File: src/rtl/disp_regs_pkg.sv
// Shared constants and types of the display register bank.
// Assumes a 32-bit register word and byte offsets.
package disp_regs_pkg;
    localparam int REG_W = 32;

    localparam int OFF_CTRL = 'h00;
    localparam int OFF_TIM0 = 'h04;
    localparam int OFF_TIM1 = 'h08;
    localparam int OFF_TIM2 = 'h0c;
    localparam int OFF_STAT = 'h10;
    localparam int OFF_SUBP = 'h14;

    localparam logic [REG_W-1:0] CTRL_KEEP_MASK = 32'h01cff300;
    localparam logic [REG_W-1:0] CTRL_RD_ONES   = 32'hfe000c34;
    localparam logic [REG_W-1:0] TIM0_RD_ONES   = 32'h0000000f;
    localparam logic [REG_W-1:0] TIM2_RD_ONES   = 32'hfc000000;
    localparam logic [REG_W-1:0] SUBP_WR_MASK   = 32'ha1ffffff;

    localparam int CB_EN      = 0;
    localparam int CB_MONO    = 1;
    localparam int CB_IMASK   = 3;
    localparam int CB_TFT     = 7;
    localparam int CB_TFT_DUP = 23;
    localparam int CB_MODE    = 20;

    localparam int SB_FD = 0;
    localparam int SB_SE = 2;
    localparam int SB_PD = 6;

    localparam logic [1:0] MODE_NO_AUTO_FD = 2'd1;

    typedef struct packed {
        logic ctrl;
        logic tim0;
        logic tim1;
        logic tim2;
        logic stat;
        logic subp;
    } reg_sel_t;
endpackage

File: src/rtl/disp_addr_decode.sv
// Decodes a byte offset into a one-hot register select.
// Assumes a full-width compare, so a misaligned offset selects nothing.
module disp_addr_decode
    import disp_regs_pkg::*;
#(
    parameter int ADDR_W = 8
) (
    input  logic [ADDR_W-1:0] addr,
    output reg_sel_t          sel
);
    // Compare the offset against each mapped register.
    always_comb begin
        sel.ctrl = (addr == ADDR_W'(OFF_CTRL));
        sel.tim0 = (addr == ADDR_W'(OFF_TIM0));
        sel.tim1 = (addr == ADDR_W'(OFF_TIM1));
        sel.tim2 = (addr == ADDR_W'(OFF_TIM2));
        sel.stat = (addr == ADDR_W'(OFF_STAT));
        sel.subp = (addr == ADDR_W'(OFF_SUBP));
    end
endmodule

File: src/rtl/disp_cfg_store.sv
// Holds the writable configuration registers and detects enable transitions.
// Assumes one write per cycle. The transition strobes are valid in the write cycle.
module disp_cfg_store
    import disp_regs_pkg::*;
(
    input  logic             clk,
    input  logic             rst_n,
    input  logic             wr,
    input  reg_sel_t         sel,
    input  logic [REG_W-1:0] wdata,
    output logic             en_q,
    output logic             mono_q,
    output logic             tft_q,
    output logic [1:0]       imask_q,
    output logic [1:0]       mode_q,
    output logic [REG_W-1:0] keep_q,
    output logic [REG_W-1:0] tim0_q,
    output logic [REG_W-1:0] tim1_q,
    output logic [REG_W-1:0] tim2_q,
    output logic [REG_W-1:0] subp_q,
    output logic             en_rise,
    output logic             en_fall,
    output logic [1:0]       new_mode,
    output logic             chg_pulse
);
    logic ctrl_wr;

    // Derive the enable transition strobes from the current control write.
    always_comb begin
        ctrl_wr  = wr & sel.ctrl;
        new_mode = wdata[CB_MODE +: 2];
        en_rise  = ctrl_wr &  wdata[CB_EN] & ~en_q;
        en_fall  = ctrl_wr & ~wdata[CB_EN] &  en_q;
    end

    // Register storage, with the write mask applied per register.
    always_ff @(posedge clk) begin
        if (!rst_n) begin
            en_q      <= 1'b0;
            mono_q    <= 1'b0;
            tft_q     <= 1'b0;
            imask_q   <= '0;
            mode_q    <= '0;
            keep_q    <= '0;
            tim0_q    <= '0;
            tim1_q    <= '0;
            tim2_q    <= '0;
            subp_q    <= '0;
            chg_pulse <= 1'b0;
        end else begin
            chg_pulse <= en_rise | en_fall;
            if (ctrl_wr) begin
                en_q    <= wdata[CB_EN];
                mono_q  <= wdata[CB_MONO];
                tft_q   <= wdata[CB_TFT];
                imask_q <= wdata[CB_IMASK +: 2];
                mode_q  <= new_mode;
                keep_q  <= wdata & CTRL_KEEP_MASK;
            end
            if (wr && sel.tim0) tim0_q <= wdata;
            if (wr && sel.tim1) tim1_q <= wdata;
            if (wr && sel.tim2) tim2_q <= wdata;
            if (wr && sel.subp) subp_q <= wdata & SUBP_WR_MASK;
        end
    end
endmodule

File: src/rtl/disp_status_flags.sv
// Sticky status flags and the interrupt combine.
// Assumes event strobes take priority over clears in the same cycle.
module disp_status_flags
    import disp_regs_pkg::*;
(
    input  logic       clk,
    input  logic       rst_n,
    input  logic       ev_fd,
    input  logic       ev_pd,
    input  logic       ev_se,
    input  logic       en_rise,
    input  logic       en_fall,
    input  logic [1:0] fall_mode,
    input  logic [1:0] imask,
    output logic       fd,
    output logic       pd,
    output logic       se,
    output logic       irq
);
    logic fd_nx, pd_nx, se_nx;

    // Next-state of each flag: apply transition rules first, then set on events.
    always_comb begin
        fd_nx = fd;
        pd_nx = pd;
        se_nx = se;
        if (en_rise) begin
            fd_nx = 1'b0;
            pd_nx = 1'b0;
        end
        if (en_fall) begin
            se_nx = 1'b0;
            if (fall_mode != MODE_NO_AUTO_FD) fd_nx = 1'b1;
        end
        fd_nx = fd_nx | ev_fd;
        pd_nx = pd_nx | ev_pd;
        se_nx = se_nx | ev_se;
    end

    // Flag registers.
    always_ff @(posedge clk) begin
        if (!rst_n) begin
            fd <= 1'b0;
            pd <= 1'b0;
            se <= 1'b0;
        end else begin
            fd <= fd_nx;
            pd <= pd_nx;
            se <= se_nx;
        end
    end

    // Interrupt: masked frame/palette sources, unmasked sync error.
    always_comb irq = (fd & imask[0]) | (pd & imask[1]) | se;
endmodule

File: src/rtl/disp_ctrl_regs.sv
// Top of the display register bank: decode, storage, flags and read mux.
// Assumes reads have no side effects and read data is combinational.
module disp_ctrl_regs
    import disp_regs_pkg::*;
#(
    parameter int ADDR_W = 8,
    parameter int SIZE_W = 10
) (
    input  logic                clk,
    input  logic                rst_n,
    input  logic [ADDR_W-1:0]   bus_addr,
    input  logic                bus_wr,
    input  logic [31:0]         bus_wdata,
    output logic [31:0]         bus_rdata,
    input  logic                ev_frame_done,
    input  logic                ev_palette_done,
    input  logic                ev_sync_err,
    output logic                irq,
    output logic                en_change,
    output logic                cfg_enable,
    output logic [1:0]          cfg_load_mode,
    output logic                cfg_tft,
    output logic                cfg_mono,
    output logic [SIZE_W-1:0]   cfg_width_m1,
    output logic [SIZE_W-1:0]   cfg_height_m1,
    output logic [31-SIZE_W:0]  cfg_htiming,
    output logic [31-SIZE_W:0]  cfg_vtiming,
    output logic [31:0]         cfg_timing2,
    output logic [31:0]         cfg_subpanel
);
    localparam int HI_W = REG_W - SIZE_W;

    reg_sel_t         sel;
    logic             en_q, mono_q, tft_q, en_rise, en_fall, chg_pulse;
    logic [1:0]       imask_q, mode_q, new_mode;
    logic [REG_W-1:0] keep_q, tim0_q, tim1_q, tim2_q, subp_q;
    logic             fd_q, pd_q, se_q;
    logic [REG_W-1:0] ctrl_rd, stat_rd;

    disp_addr_decode #(.ADDR_W(ADDR_W)) u_dec (
        .addr (bus_addr),
        .sel  (sel)
    );

    disp_cfg_store u_cfg (
        .clk       (clk),
        .rst_n     (rst_n),
        .wr        (bus_wr),
        .sel       (sel),
        .wdata     (bus_wdata),
        .en_q      (en_q),
        .mono_q    (mono_q),
        .tft_q     (tft_q),
        .imask_q   (imask_q),
        .mode_q    (mode_q),
        .keep_q    (keep_q),
        .tim0_q    (tim0_q),
        .tim1_q    (tim1_q),
        .tim2_q    (tim2_q),
        .subp_q    (subp_q),
        .en_rise   (en_rise),
        .en_fall   (en_fall),
        .new_mode  (new_mode),
        .chg_pulse (chg_pulse)
    );

    disp_status_flags u_flags (
        .clk       (clk),
        .rst_n     (rst_n),
        .ev_fd     (ev_frame_done),
        .ev_pd     (ev_palette_done),
        .ev_se     (ev_sync_err),
        .en_rise   (en_rise),
        .en_fall   (en_fall),
        .fall_mode (new_mode),
        .imask     (imask_q),
        .fd        (fd_q),
        .pd        (pd_q),
        .se        (se_q),
        .irq       (irq)
    );

    // Assemble the control and status read words.
    always_comb begin
        ctrl_rd = keep_q | CTRL_RD_ONES;
        ctrl_rd[CB_EN]        = 1'b1 & (en_q | ctrl_rd[CB_EN]);
        ctrl_rd[CB_MONO]      = mono_q | ctrl_rd[CB_MONO];
        ctrl_rd[CB_IMASK +: 2] = imask_q | ctrl_rd[CB_IMASK +: 2];
        ctrl_rd[CB_TFT]       = tft_q | ctrl_rd[CB_TFT];
        ctrl_rd[CB_TFT_DUP]   = tft_q | ctrl_rd[CB_TFT_DUP];
        ctrl_rd[CB_MODE +: 2] = mode_q | ctrl_rd[CB_MODE +: 2];
        stat_rd = '0;
        stat_rd[SB_FD] = fd_q;
        stat_rd[SB_SE] = se_q;
        stat_rd[SB_PD] = pd_q;
    end

    // Read multiplexer; unmapped offsets return zero.
    always_comb begin
        bus_rdata = '0;
        if (sel.ctrl) bus_rdata = ctrl_rd;
        if (sel.tim0) bus_rdata = tim0_q | TIM0_RD_ONES;
        if (sel.tim1) bus_rdata = tim1_q;
        if (sel.tim2) bus_rdata = tim2_q | TIM2_RD_ONES;
        if (sel.stat) bus_rdata = stat_rd;
        if (sel.subp) bus_rdata = subp_q;
    end

    // Decoded configuration outputs.
    always_comb begin
        en_change     = chg_pulse;
        cfg_enable    = en_q;
        cfg_load_mode = mode_q;
        cfg_tft       = tft_q;
        cfg_mono      = mono_q;
        cfg_width_m1  = tim0_q[SIZE_W-1:0];
        cfg_height_m1 = tim1_q[SIZE_W-1:0];
        cfg_htiming   = tim0_q[REG_W-1 -: HI_W];
        cfg_vtiming   = tim1_q[REG_W-1 -: HI_W];
        cfg_timing2   = tim2_q;
        cfg_subpanel  = subp_q;
    end
endmodule

File: config.mk
export PLATFORM = sky130hd
export DESIGN_NAME = disp_ctrl_regs
export DESIGN_NICKNAME = d
export VERILOG_FILES = /design/src/rtl/disp_regs_pkg.sv /design/src/rtl/disp_addr_decode.sv /design/src/rtl/disp_cfg_store.sv /design/src/rtl/disp_status_flags.sv /design/src/rtl/disp_ctrl_regs.sv
export SDC_FILE = /design/constraint.sdc
export NUM_CORES = 1
export LEC_CHECK = 0
export ABC_AREA = 1
export BUFFER_PORTS_ARGS = -buffer_cell sky130_fd_sc_hd__buf_4
export CAP_MARGIN = 25
export CORE_AREA = 2 2 133 135
export CTS_BUF_LIST = sky130_fd_sc_hd__clkbuf_2 sky130_fd_sc_hd__clkbuf_4 sky130_fd_sc_hd__clkbuf_8
export CTS_CLUSTER_SIZE = 12
export DETAILED_ROUTE_END_ITERATION = 16
export DIE_AREA = 0 0 135 137
export GPL_TIMING_DRIVEN = 0
export PLACE_DENSITY = 0.74
export SLEW_MARGIN = 0
export SYNTH_ARGS = -nofsm -noshare
export SYNTH_HDL_FRONTEND = slang
export SYNTH_HIERARCHICAL = 1
export SYNTH_SLANG_ARGS = --single-unit
File: constraint.sdc
create_clock -name clk -period 4 [get_ports clk]
set_input_delay 0.4 -clock clk [delete_from_list [all_inputs] [get_ports clk]]
set_output_delay 0.4 -clock clk [all_outputs]
set_load 0.01 [all_outputs]
# Word-level counts from Yosys, hierarchy flattened
# Index checks and enable logic that the tools add are counted.
[word_totals]
in_bits = 46
word_cells = 52
regBits = 147
out_inout_bits = 167
[classes]
n_reduce_logical = 5
mux = 11
eq_ne = 6
bitwise_logic = 16
[ops]
columns = ["op", "n"]
rows = [
  ["2-to-1 mux 32 bit", 6],
  ["equality test 8 x 4 -> 1 bit (second input constant)", 2],
  ["equality test 8 x 5 -> 1 bit (second input constant)", 2],
  ["equality test 8 x 3 -> 1 bit (second input constant)", 1],
  ["logical NOT 8 bit", 1],
  ["AND 1 bit", 7],
  ["bitwise OR 1 bit", 7],
  ["2-to-1 mux 1 bit", 5],
  ["logical AND 1 bit", 4],
  ["inequality test 2 x 1 -> 1 bit (second input constant)", 1],
  ["NOT 1 bit", 2],
]

# Logic depth before layout (Yosys ltp)
# Gate-level depths: netlist (run 1).
[logic_depth]
depth_word = 8
mapped_depth = 11
depth_no_buf = 11

# By module
# The synthesis (run 1) kept the hierarchy.
[by_module_without_submodules]
columns = ["module", "cells_per_inst", "instances", "area_each_um2"]
rows = [
  ["disp_cfg_store", 660, 1, 5197.5],
  ["disp_ctrl_regs", 290, 1, 1332.5],
  ["disp_status_flags", 18, 1, 130.1],
  ["disp_addr_decode", 24, 1, 97.6],
]

# Worst setup path before layout (run 1)
# OpenSTA, ideal clock, no wires.
[synth_path]
path_kind = "input to output"
start = "input bus_addr[7]"
end = "output bus_rdata[6]"
setup_slack_ns = 2.013
path_stages = 10
n_path_buf = 1
arrival_ns = 1.587
cell_sequence = "nor2_1 > nand2_1 > nor2_1 > buf_6 > nand2_1 > nand2_1 > nand2_1 > nand2_1 > nand2_1 > a21oi_1"
[synth_lines]
columns = ["element", "line", "rtl"]
rows = [
  ["from (decl)", "disp_ctrl_regs.sv:11", "input logic [ADDR_W-1:0] bus_addr,"],
  ["to (decl)", "disp_ctrl_regs.sv:14", "output logic [31:0] bus_rdata,"],
]

==> results.json, run 1 <==
{
  "antenna_cells": 0,
  "hp-class": "in -> reg",
  "routabilityCongestion": 0.892,
  "synthCells": 980,
  "ios": 213,
  "end_kind": "output pin",
  "grtUsageMet2_pct": 44.1,
  "portBuffers": 207,
  "cts-root-buf": "clkbuf_8",
  "fin_crit_sh_pct": 69.9,
  "finClkSkew_ns": 0.00474,
  "finalMaxSlewViolations": 0,
  "die-width_um": 135,
  "fmax_mhz": 358,
  "worst_setup_path_start_kind": "primary input",
  "viasPerCell": 5.13,
  "worstPathRequired_ns": 3.60,
  "fillCellCount": 1742,
  "overflow": 0,
  "dr.pass1.iters": 6,
  "dp_hpwl_um": 18300,
  "met1_usage_pct": 35.6,
  "clk_pin_slew_ns": 0.09,
  "crit_arrival_ns": 2.40,
  "core_area_um2": 17100,
  "start_util_pct": 39.1,
  "drv_cap": 0,
  "nets": 1263,
  "grt_pass1_wl_um": 38100,
  "p_per_area_nw_per_um2": 330,
  "drtAntennaViolNets": 0,
  "layout-area-overhead-vs-synth_pct": 34.8,
  "status": "complete, no violations",
  "path_cells": "buf_4 -> nor2_1 -> nand2_1 -> nor2_1 -> o21ai_2 -> buf_6 -> o21ai_0 -> nand2_1 -> nand2_1 -> buf_4",
  "cts_hold_buf": 0,
  "grtUsageTotal_pct": 27.8,
  "critical_path_peak_fanout": 10,
  "drtIter0Drc": 692,
  "p_total_mw": 2.96,
  "drc_errors": 0,
  "critPathKind": "in -> out",
  "fp.dieArea_um2": 18500,
  "postCtsSetupRepairBufs": 0,
  "clkSinkCount": 147,
  "synth_area_um2": 6670,
  "ctsResizeCount": 0,
  "critical_path.slowest_cell": "nor2_1",
  "slew_headroom_pct": 45.5,
  "worstMarginPinSlew_ns": 0.815,
  "ir_worst_vdd_uv": 200,
  "post_drt_wl_per_cell_um": 17.9,
  "fin_setup_tns_ns": 0,
  "cts_tree": "built",
  "crit_buf_inv": 3,
  "grt_antenna_before_repair": 0,
  "cts.path.max_buffers": 2,
  "drive_above_1_share_pct": 24.7,
  "numCtsBuffers": 17,
  "cp_common_cell": "nand2_1",
  "vias": 7467,
  "yosys_warnings": 6,
  "use_met3_pct": 7.74,
  "dieHeight_um": 137,
  "insertion_delay_ns": 0.47,
  "h-tree-depth": 4,
  "critical_path.top_delay_family": "simple AND/OR/NAND/NOR gates",
  "rsz0062_at_grt": "false",
  "grt-busiest-layer": "met2",
  "drt-total-wl_um": 26100,
  "hold_viol": 0,
  "p_leak_nw": 4.09,
  "slowest_delay_ns": 0.65,
  "period_minus_slack_ns": 2.80,
  "setup_viol": 0,
  "std_cell_rows": 48,
  "grt_pass1_vias": 6801,
  "grt_max_degree": 17,
  "avgSynthCellArea_um2": 6.80
}
-- placed cells by master (no fill, tap or decap), types with 4 or more instances in the layout --
cell type	instances
nor2_1	329
buf_4	224
o21ai_0	166
nand2_1	153
dfxtp_1	147
a21oi_1	42
clkbuf_1	27
buf_2	18
clkbuf_8	18
buf_6	16
inv_1	16
o21bai_1	12
conb_1	12
o21ai_1	9
inv_2	6
o211ai_1	5
bufinv_16	4
-- final cells by class --
type	instances	area, um^2	area share (%)
Multi-Input combinational cell	743	3180	35.4
Sequential cell	147	2940	32.7
Tap cell	225	282	3.13
Clock inverter	12	179	1.99
Clock buffer	20	263	2.92
Inverter	23	88.8	0.989
Timing Repair Buffer	207	1550	17.3
Buffer	78	499	5.56
-- worst paths after layout --
path | start | to | slack, ns | depth (start not counted)
worst min register to register | u_cfg/tim2_q[29] | u_cfg/tim2_q[29] | 0.49 | 2
worst max register to register | u_cfg/en_q | u_flags/fd | 3.01 | 6
worst max-delay path | bus_addr[7] | bus_rdata[27] | 1.20 | 10
worst min-delay path | ev_sync_err | u_flags/se | 0.17 | 3
-- sequential cells by signal, summed over array words and instances (netlist names) --
register / count
u_flags/fd: 1
u_cfg/imask_q: 2
u_cfg/subp_q: 27
u_cfg/chg_pulse: 1
u_cfg/tim1_q: 32
u_cfg/tim2_q: 32
u_cfg/tim0_q: 32
u_cfg/keep_q: 13
u_cfg/mode_q: 2
u_cfg/tft_q: 1
u_flags/se: 1
u_cfg/mono_q: 1
u_flags/pd: 1
u_cfg/en_q: 1
-- power breakdown --
part | leakage, nW | internal, mW | switching (mW)
registers | 1.18 | 1.47 | 0.00437
logic | 2.69 | 0.0738 | 0.105
clock network | 0.216 | 0.711 | 0.601
total | 4.09 | 2.25 | 0.710
-- stage by stage --
| step | hold WS (ns) | setup slack (ns) | instances | instance area (um^2) | util, % |
|---|---|---|---|---|---|
| after global routing | 0.163 | 1.12 | 1455 | 8990 | 52.7 |
| final | 0.167 | 1.20 | 1455 | 8990 | 52.7 |
| after global placement | 0.461 | 1.26 | 1423 | 8540 | 50.1 |
| after CTS | 0.152 | 1.24 | 1455 | 8990 | 52.7 |
| after floorplan | 0.455 | 2.01 | 991 | 6710 | - |
| after detailed placement | 0.473 | 1.25 | 1423 | 8540 | 50.1 |
-- worst min-delay path, stage by stage --
cell and delay (ns):
buf_4 0.09, a21oi_1 0.03, nor2_1 0.08
-- routing by layer --
metal	share of wire, %	wire (um)
met4	3.4	898
met2	46	11900
met1	40	10500
met5	0	0
met3	11	2760
Power figures use the tool's default switching activity.
==> inputs of run 2 (changes only) <==
--- a/config.mk
+++ b/config.mk
@@ -5,16 +5,16 @@
 export SDC_FILE = /design/constraint.sdc
 export NUM_CORES = 1
 export LEC_CHECK = 0
-export ABC_AREA = 1
+export ABC_AREA = 0
 export BUFFER_PORTS_ARGS = -buffer_cell sky130_fd_sc_hd__buf_4
 export CAP_MARGIN = 25
-export CORE_AREA = 2 2 133 135
+export CORE_AREA = 2 2 137 139
 export CTS_BUF_LIST = sky130_fd_sc_hd__clkbuf_2 sky130_fd_sc_hd__clkbuf_4 sky130_fd_sc_hd__clkbuf_8
 export CTS_CLUSTER_SIZE = 12
 export DETAILED_ROUTE_END_ITERATION = 16
-export DIE_AREA = 0 0 135 137
+export DIE_AREA = 0 0 139 141
 export GPL_TIMING_DRIVEN = 0
-export PLACE_DENSITY = 0.74
+export PLACE_DENSITY = 0.73
 export SLEW_MARGIN = 0
 export SYNTH_ARGS = -nofsm -noshare
 export SYNTH_HDL_FRONTEND = slang
==> constraint.sdc (replaced) <==
create_clock -name clk -period 2.9 [get_ports clk]
set_input_delay 0.29 -clock clk [delete_from_list [all_inputs] [get_ports clk]]
set_output_delay 0.29 -clock clk [all_outputs]
set_load 0.01 [all_outputs]
==> results.json, run 2 <==
{
  "nets": 1011,
  "drv_cap": 0,
  "avgSynthCellArea_um2": 9.67,
  "cts_hold_buf": 0,
  "ir_worst_vdd_uv": 262,
  "finalMaxSlewViolations": 0,
  "vias": 6309,
  "end_kind": "output pin",
  "min_to": "u_flags/se",
  "dieHeight_um": 141,
  "grt_pass1_vias": 6254,
  "p_leak_nw": 4.96,
  "critical_path.slowest_cell": "or4_4",
  "finClkSkew_ns": 0.00160,
  "ios": 213,
  "fp.dieArea_um2": 19600,
  "core_area_um2": 18300,
  "antenna_cells": 0,
  "hold_start": "ev_sync_err",
  "synth_area_um2": 7040,
  "hold_ws_ns": 0.0402,
  "crit_arrival_ns": 2.51,
  "layout_commonest_cell": "buf_4",
  "cts.path.max_buffers": 2,
  "grt_max_degree": 17,
  "largestRegisters": "u_cfg/tim0_q x32, u_cfg/tim1_q x32, u_cfg/tim2_q x32",
  "dr.pass1.iters": 4,
  "critical_path_peak_fanout": 10,
  "path_cells": "buf_4 -> or4_4 -> nor4_4 -> buf_6 -> nand2b_1 -> buf_4 -> buf_6 -> o22ai_1 -> o31ai_1 -> buf_4",
  "worst_setup_path_start_kind": "primary input",
  "period_minus_slack_ns": 2.80,
  "drive_above_1_share_pct": 37.6,
  "r2r_slack_ns": 1.79,
  "rsz0062_at_grt": "false",
  "clk_pin_slew_ns": 0.08,
  "clkSinkCount": 147,
  "grt_antenna_before_repair": 0,
  "drc_errors": 0,
  "drtIter0Drc": 312,
  "drtAntennaViolNets": 0,
  "grt_pass1_wl_um": 36600,
  "fin_crit_sh_pct": 96.5,
  "final_area_um2": 9370,
  "r2r-end": "u_flags/fd",
  "overflow": 0,
  "grtUsageTotal_pct": 24.7,
  "post_drt_wl_per_cell_um": 20.5,
  "viasPerCell": 5.21,
  "std_cell_rows": 50,
  "start_util_pct": 38.5,
  "worstPathRequired_ns": 2.61,
  "p_per_area_nw_per_um2": 402,
  "h-tree-depth": 4,
  "die-width_um": 139,
  "portBuffers": 206,
  "hp-class": "in -> reg",
  "dp.cells": 1179,
  "synthCells": 728,
  "drt-total-wl_um": 24800,
  "holdPathStages": 2,
  "slew_headroom_pct": 46.5,
  "hold_viol": 0,
  "r2r-start": "u_cfg/en_q",
  "insertion_delay_ns": 0.46,
  "fillCellCount": 1775,
  "critPathKind": "in -> out",
  "layout_common_cells": "buf_4 (242), nand2_1 (205), dfxtp_1 (147)",
  "layout-area-overhead-vs-synth_pct": 33.1,
  "routabilityCongestion": 0.813,
  "cts-root-buf": "clkbuf_8",
  "place_area_um2": 8920,
  "slowest_delay_ns": 0.59,
  "setup_viol": 0,
  "layout.cells.non_filler": 1211,
  "cts_tree": "built",
  "fin_setup_tns_ns": 0,
  "status": "complete, no violations",
  "p_total_mw": 3.77,
  "cp_common_cell": "buf_4",
  "dp_hpwl_um": 17900,
  "r2r_cells": 3,
  "worstMarginPinSlew_ns": 0.796,
  "fmax_mhz": 357,
  "numCtsBuffers": 17,
  "yosys_warnings": 6
}
-- run 2: through the flow --
step / utilization [%] / worst slack [ns]
6_report: 51.3 / 0.103
5_1_grt: 51.3 / 0.000788
3_5_place_dp: 48.8 / -0.538
4_1_cts: 51.2 / 0.0389
2_1_floorplan: - / 0.303
3_3_place_gp: 48.8 / -0.538
-- run 2: worst max-delay path: cells and delay by family --
kind	cells	cell delay (ns)
buf+inv	5	0.87
simple gates	3	0.93
compound gates	2	0.41
-- run 2: per-layer routing --
metal	routed length (um)	part of all wire (%)	track usage (%)
met5	0	0	0
met4	442	1.8	7.81
met1	10800	44	31.5
met3	1770	7.1	6.28
met2	11800	47	41.1
-- run 2: power breakdown --
part	total, mW	switching (mW)	leakage [nW]	internal [mW]
Combinational	0.250	0.145	3.60	0.104
Clock	1.49	0.812	0.174	0.678
Sequential	2.03	0.00502	1.18	2.02
-- run 2: area by class of cell --
cell class / instances / area [um^2] / share of cell area [%]
multi-input combinational: 511 / 3580 / 38.2
timing repair buffer: 208 / 1560 / 16.7
sequential: 147 / 2940 / 31.4
clock inverter: 13 / 115 / 1.23
tap: 234 / 293 / 3.12
inverter: 9 / 35.0 / 0.374
buffer: 71 / 607 / 6.47
clock buffer: 18 / 241 / 2.58
-- run 2: worst max path at each step --
stage,from,endpoint,slack (ns)
after floorplan,bus_addr[4],bus_rdata[25],0.30
final,bus_addr[4],bus_rdata[10],0.10
after CTS,bus_addr[4],bus_rdata[23],0.04
after global routing,bus_addr[4],bus_rdata[3],0.0008
after detailed placement,bus_addr[4],bus_rdata[21],-0.54
after global placement,bus_addr[4],bus_rdata[7],-0.54
-- run 2: timing repair --
item,4_1_cts,5_1_grt
pin swaps,0,2
gates cloned,0,0
buffers inserted,0,2
resized for setup,16,5
endpoints found under the setup margin,32,22
==> inputs of run 3 (changes only) <==
--- a/config.mk
+++ b/config.mk
@@ -14,7 +14,6 @@
 export DETAILED_ROUTE_END_ITERATION = 16
 export DIE_AREA = 0 0 139 141
 export GPL_TIMING_DRIVEN = 0
-export PLACE_DENSITY = 0.73
 export SLEW_MARGIN = 0
 export SYNTH_ARGS = -nofsm -noshare
 export SYNTH_HDL_FRONTEND = slang
==> results.json, run 3 (synthesis results as in run 2) <==
{
  "status": "complete, no violations",
  "fp.dieArea_um2": 19600,
  "cts-root-buf": "clkbuf_8",
  "worstMarginPinSlew_ns": 0.798,
  "utilization_pct": 51.4,
  "period_minus_slack_ns": 2.83,
  "cts_tree": "built",
  "place_area_um2": 8930,
  "switching_power_uw": 974,
  "finClkSkew_ns": 0.00250,
  "p_seq_share_pct": 52.4,
  "hold_viol": 0,
  "layout.cells.non_filler": 1211,
  "fin_crit_sh_pct": 97.5,
  "drive_above_1_share_pct": 37.4,
  "std_cell_rows": 50,
  "setup_ws_ns": 0.0716,
  "critical_path_peak_fanout": 10,
  "h-tree-depth": 4,
  "viasPerCell": 5.13,
  "finalMaxSlewViolations": 0,
  "cts_hold_buf": 0,
  "dp_hpwl_um": 18200,
  "fmax_mhz": 354,
  "clkSinkCount": 147,
  "setup_viol": 0,
  "crit_arrival_ns": 2.54,
  "dr.pass1.iters": 4,
  "grt_max_degree": 17,
  "insertion_delay_ns": 0.45,
  "clk_pin_slew_ns": 0.08,
  "postCtsSetupRepairBufs": 0,
  "dp_slack_ns": -0.430,
  "cts.path.max_buffers": 2,
  "overflow": 0,
  "die-width_um": 139,
  "p_leak_nw": 4.97,
  "fin_setup_tns_ns": 0,
  "post_drt_wl_per_cell_um": 20.7,
  "dieHeight_um": 141,
  "grt_antenna_before_repair": 0,
  "hold_ws_ns": 0.0483,
  "numCtsBuffers": 17,
  "critical_path.top_delay_family": "simple AND/OR/NAND/NOR gates",
  "ios": 213,
  "start_util_pct": 38.5,
  "ir_worst_vdd_uv": 256,
  "slew_headroom_pct": 46.4,
  "netSwitchingFraction_pct": 25.2,
  "slowest_delay_ns": 0.59,
  "vias": 6210,
  "layout_common_cells": "buf_4 (239), nand2_1 (205), dfxtp_1 (147)",
  "antenna_cells": 0,
  "critical_path.slowest_cell": "or4_4",
  "combPwrFrac_pct": 6.5,
  "cp_common_cell": "buf_4",
  "worst_setup_path_start_kind": "primary input",
  "p_int_mw": 2.89,
  "p_clk_share_pct": 41.1,
  "portBuffers": 206,
  "nets": 1011,
  "largestRegisters": "u_cfg/tim0_q x32, u_cfg/tim1_q x32, u_cfg/tim2_q x32",
  "crit_buf_inv": 5,
  "path_cells": "buf_4 -> or4_4 -> nor3b_4 -> buf_6 -> nor2b_4 -> buf_12 -> buf_8 -> a221oi_1 -> o22ai_1 -> buf_4",
  "layout_commonest_cell": "buf_4",
  "critPathKind": "in -> out",
  "layout-area-overhead-vs-synth_pct": 33.4,
  "rsz0062_at_grt": "false",
  "end_kind": "output pin",
  "drt-total-wl_um": 25000,
  "grt_pass1_vias": 6268,
  "dp.cells": 1180,
  "core_area_um2": 18300,
  "drv_cap": 0,
  "worstPathRequired_ns": 2.61,
  "final_area_um2": 9390,
  "drtAntennaViolNets": 0,
  "hp-class": "in -> reg",
  "drc_errors": 0,
  "p_total_mw": 3.87,
  "grtUsageTotal_pct": 25.3,
  "p_per_area_nw_per_um2": 412,
  "drtIter0Drc": 346,
  "grt_pass1_wl_um": 37500,
  "routabilityCongestion": 0.792
}
## run 3: cell count changes in the layout (fill, tap and decap cells not counted), sizes merged
cell,delta
clkbuf,+2
clkinvlp,-1
clkinv,-1
inv,+1
buf,-2
bufinv,+1
## run 3: timing repair
| item | 4_1_cts | 5_1_grt |
|---|---|---|
| resized for setup | 14 | 8 |
| endpoints found under the setup margin | 32 | 18 |
| pin swaps | 1 | 3 |
## run 3: final timing paths
path / slack, ns / cells after the start / endpoint / startpoint
min reg2reg: 0.46 / 2 / u_cfg/tim0_q[1] / u_cfg/tim0_q[1]
max reg2reg: 1.84 / 3 / u_flags/fd / u_cfg/en_q
max: 0.07 / 10 / bus_rdata[21] / bus_addr[4]
min: 0.05 / 2 / u_flags/se / ev_sync_err
## run 3: layer usage
layer | part of all wire (%) | up-vias | track usage (%) | wire, um
li1 | - | 2986 | - | -
met1 | 44 | 2980 | 33.0 | 10900
met2 | 47 | 221 | 41.6 | 11800
met3 | 8.0 | 23 | 6.69 | 2000
met4 | 1.2 | 0 | 7.18 | 305
met5 | 0 | - | 0 | 0
## run 3: area by class of cell
type	instances	area [um^2]
Sequential cell	147	2940
Multi-Input combinational cell	511	3570
Timing Repair Buffer	207	1560
Inverter	9	35.0
Clock inverter	13	138
Clock buffer	18	241
Fill cell	1798	8880
Tap cell	234	293
Buffer	72	611
## run 3: power groups by stage
stage	registers, mW	clock network (mW)	logic, mW
after detailed placement	2.07	0	0.243
after floorplan	2.07	0	0.125
after global placement	2.07	0	0.244
after CTS	2.03	1.63	0.249
final	2.03	1.59	0.250
after global routing	2.03	1.71	0.269
## run 3: worst reg2reg max path, delay by kind of cell (launching register included)
kind | cells | cell delay, ns
flip-flops | 1 | 0.44
AND/OR/NAND/NOR | 1 | 0.26
AO/OA/AOI/OAI | 2 | 0.28
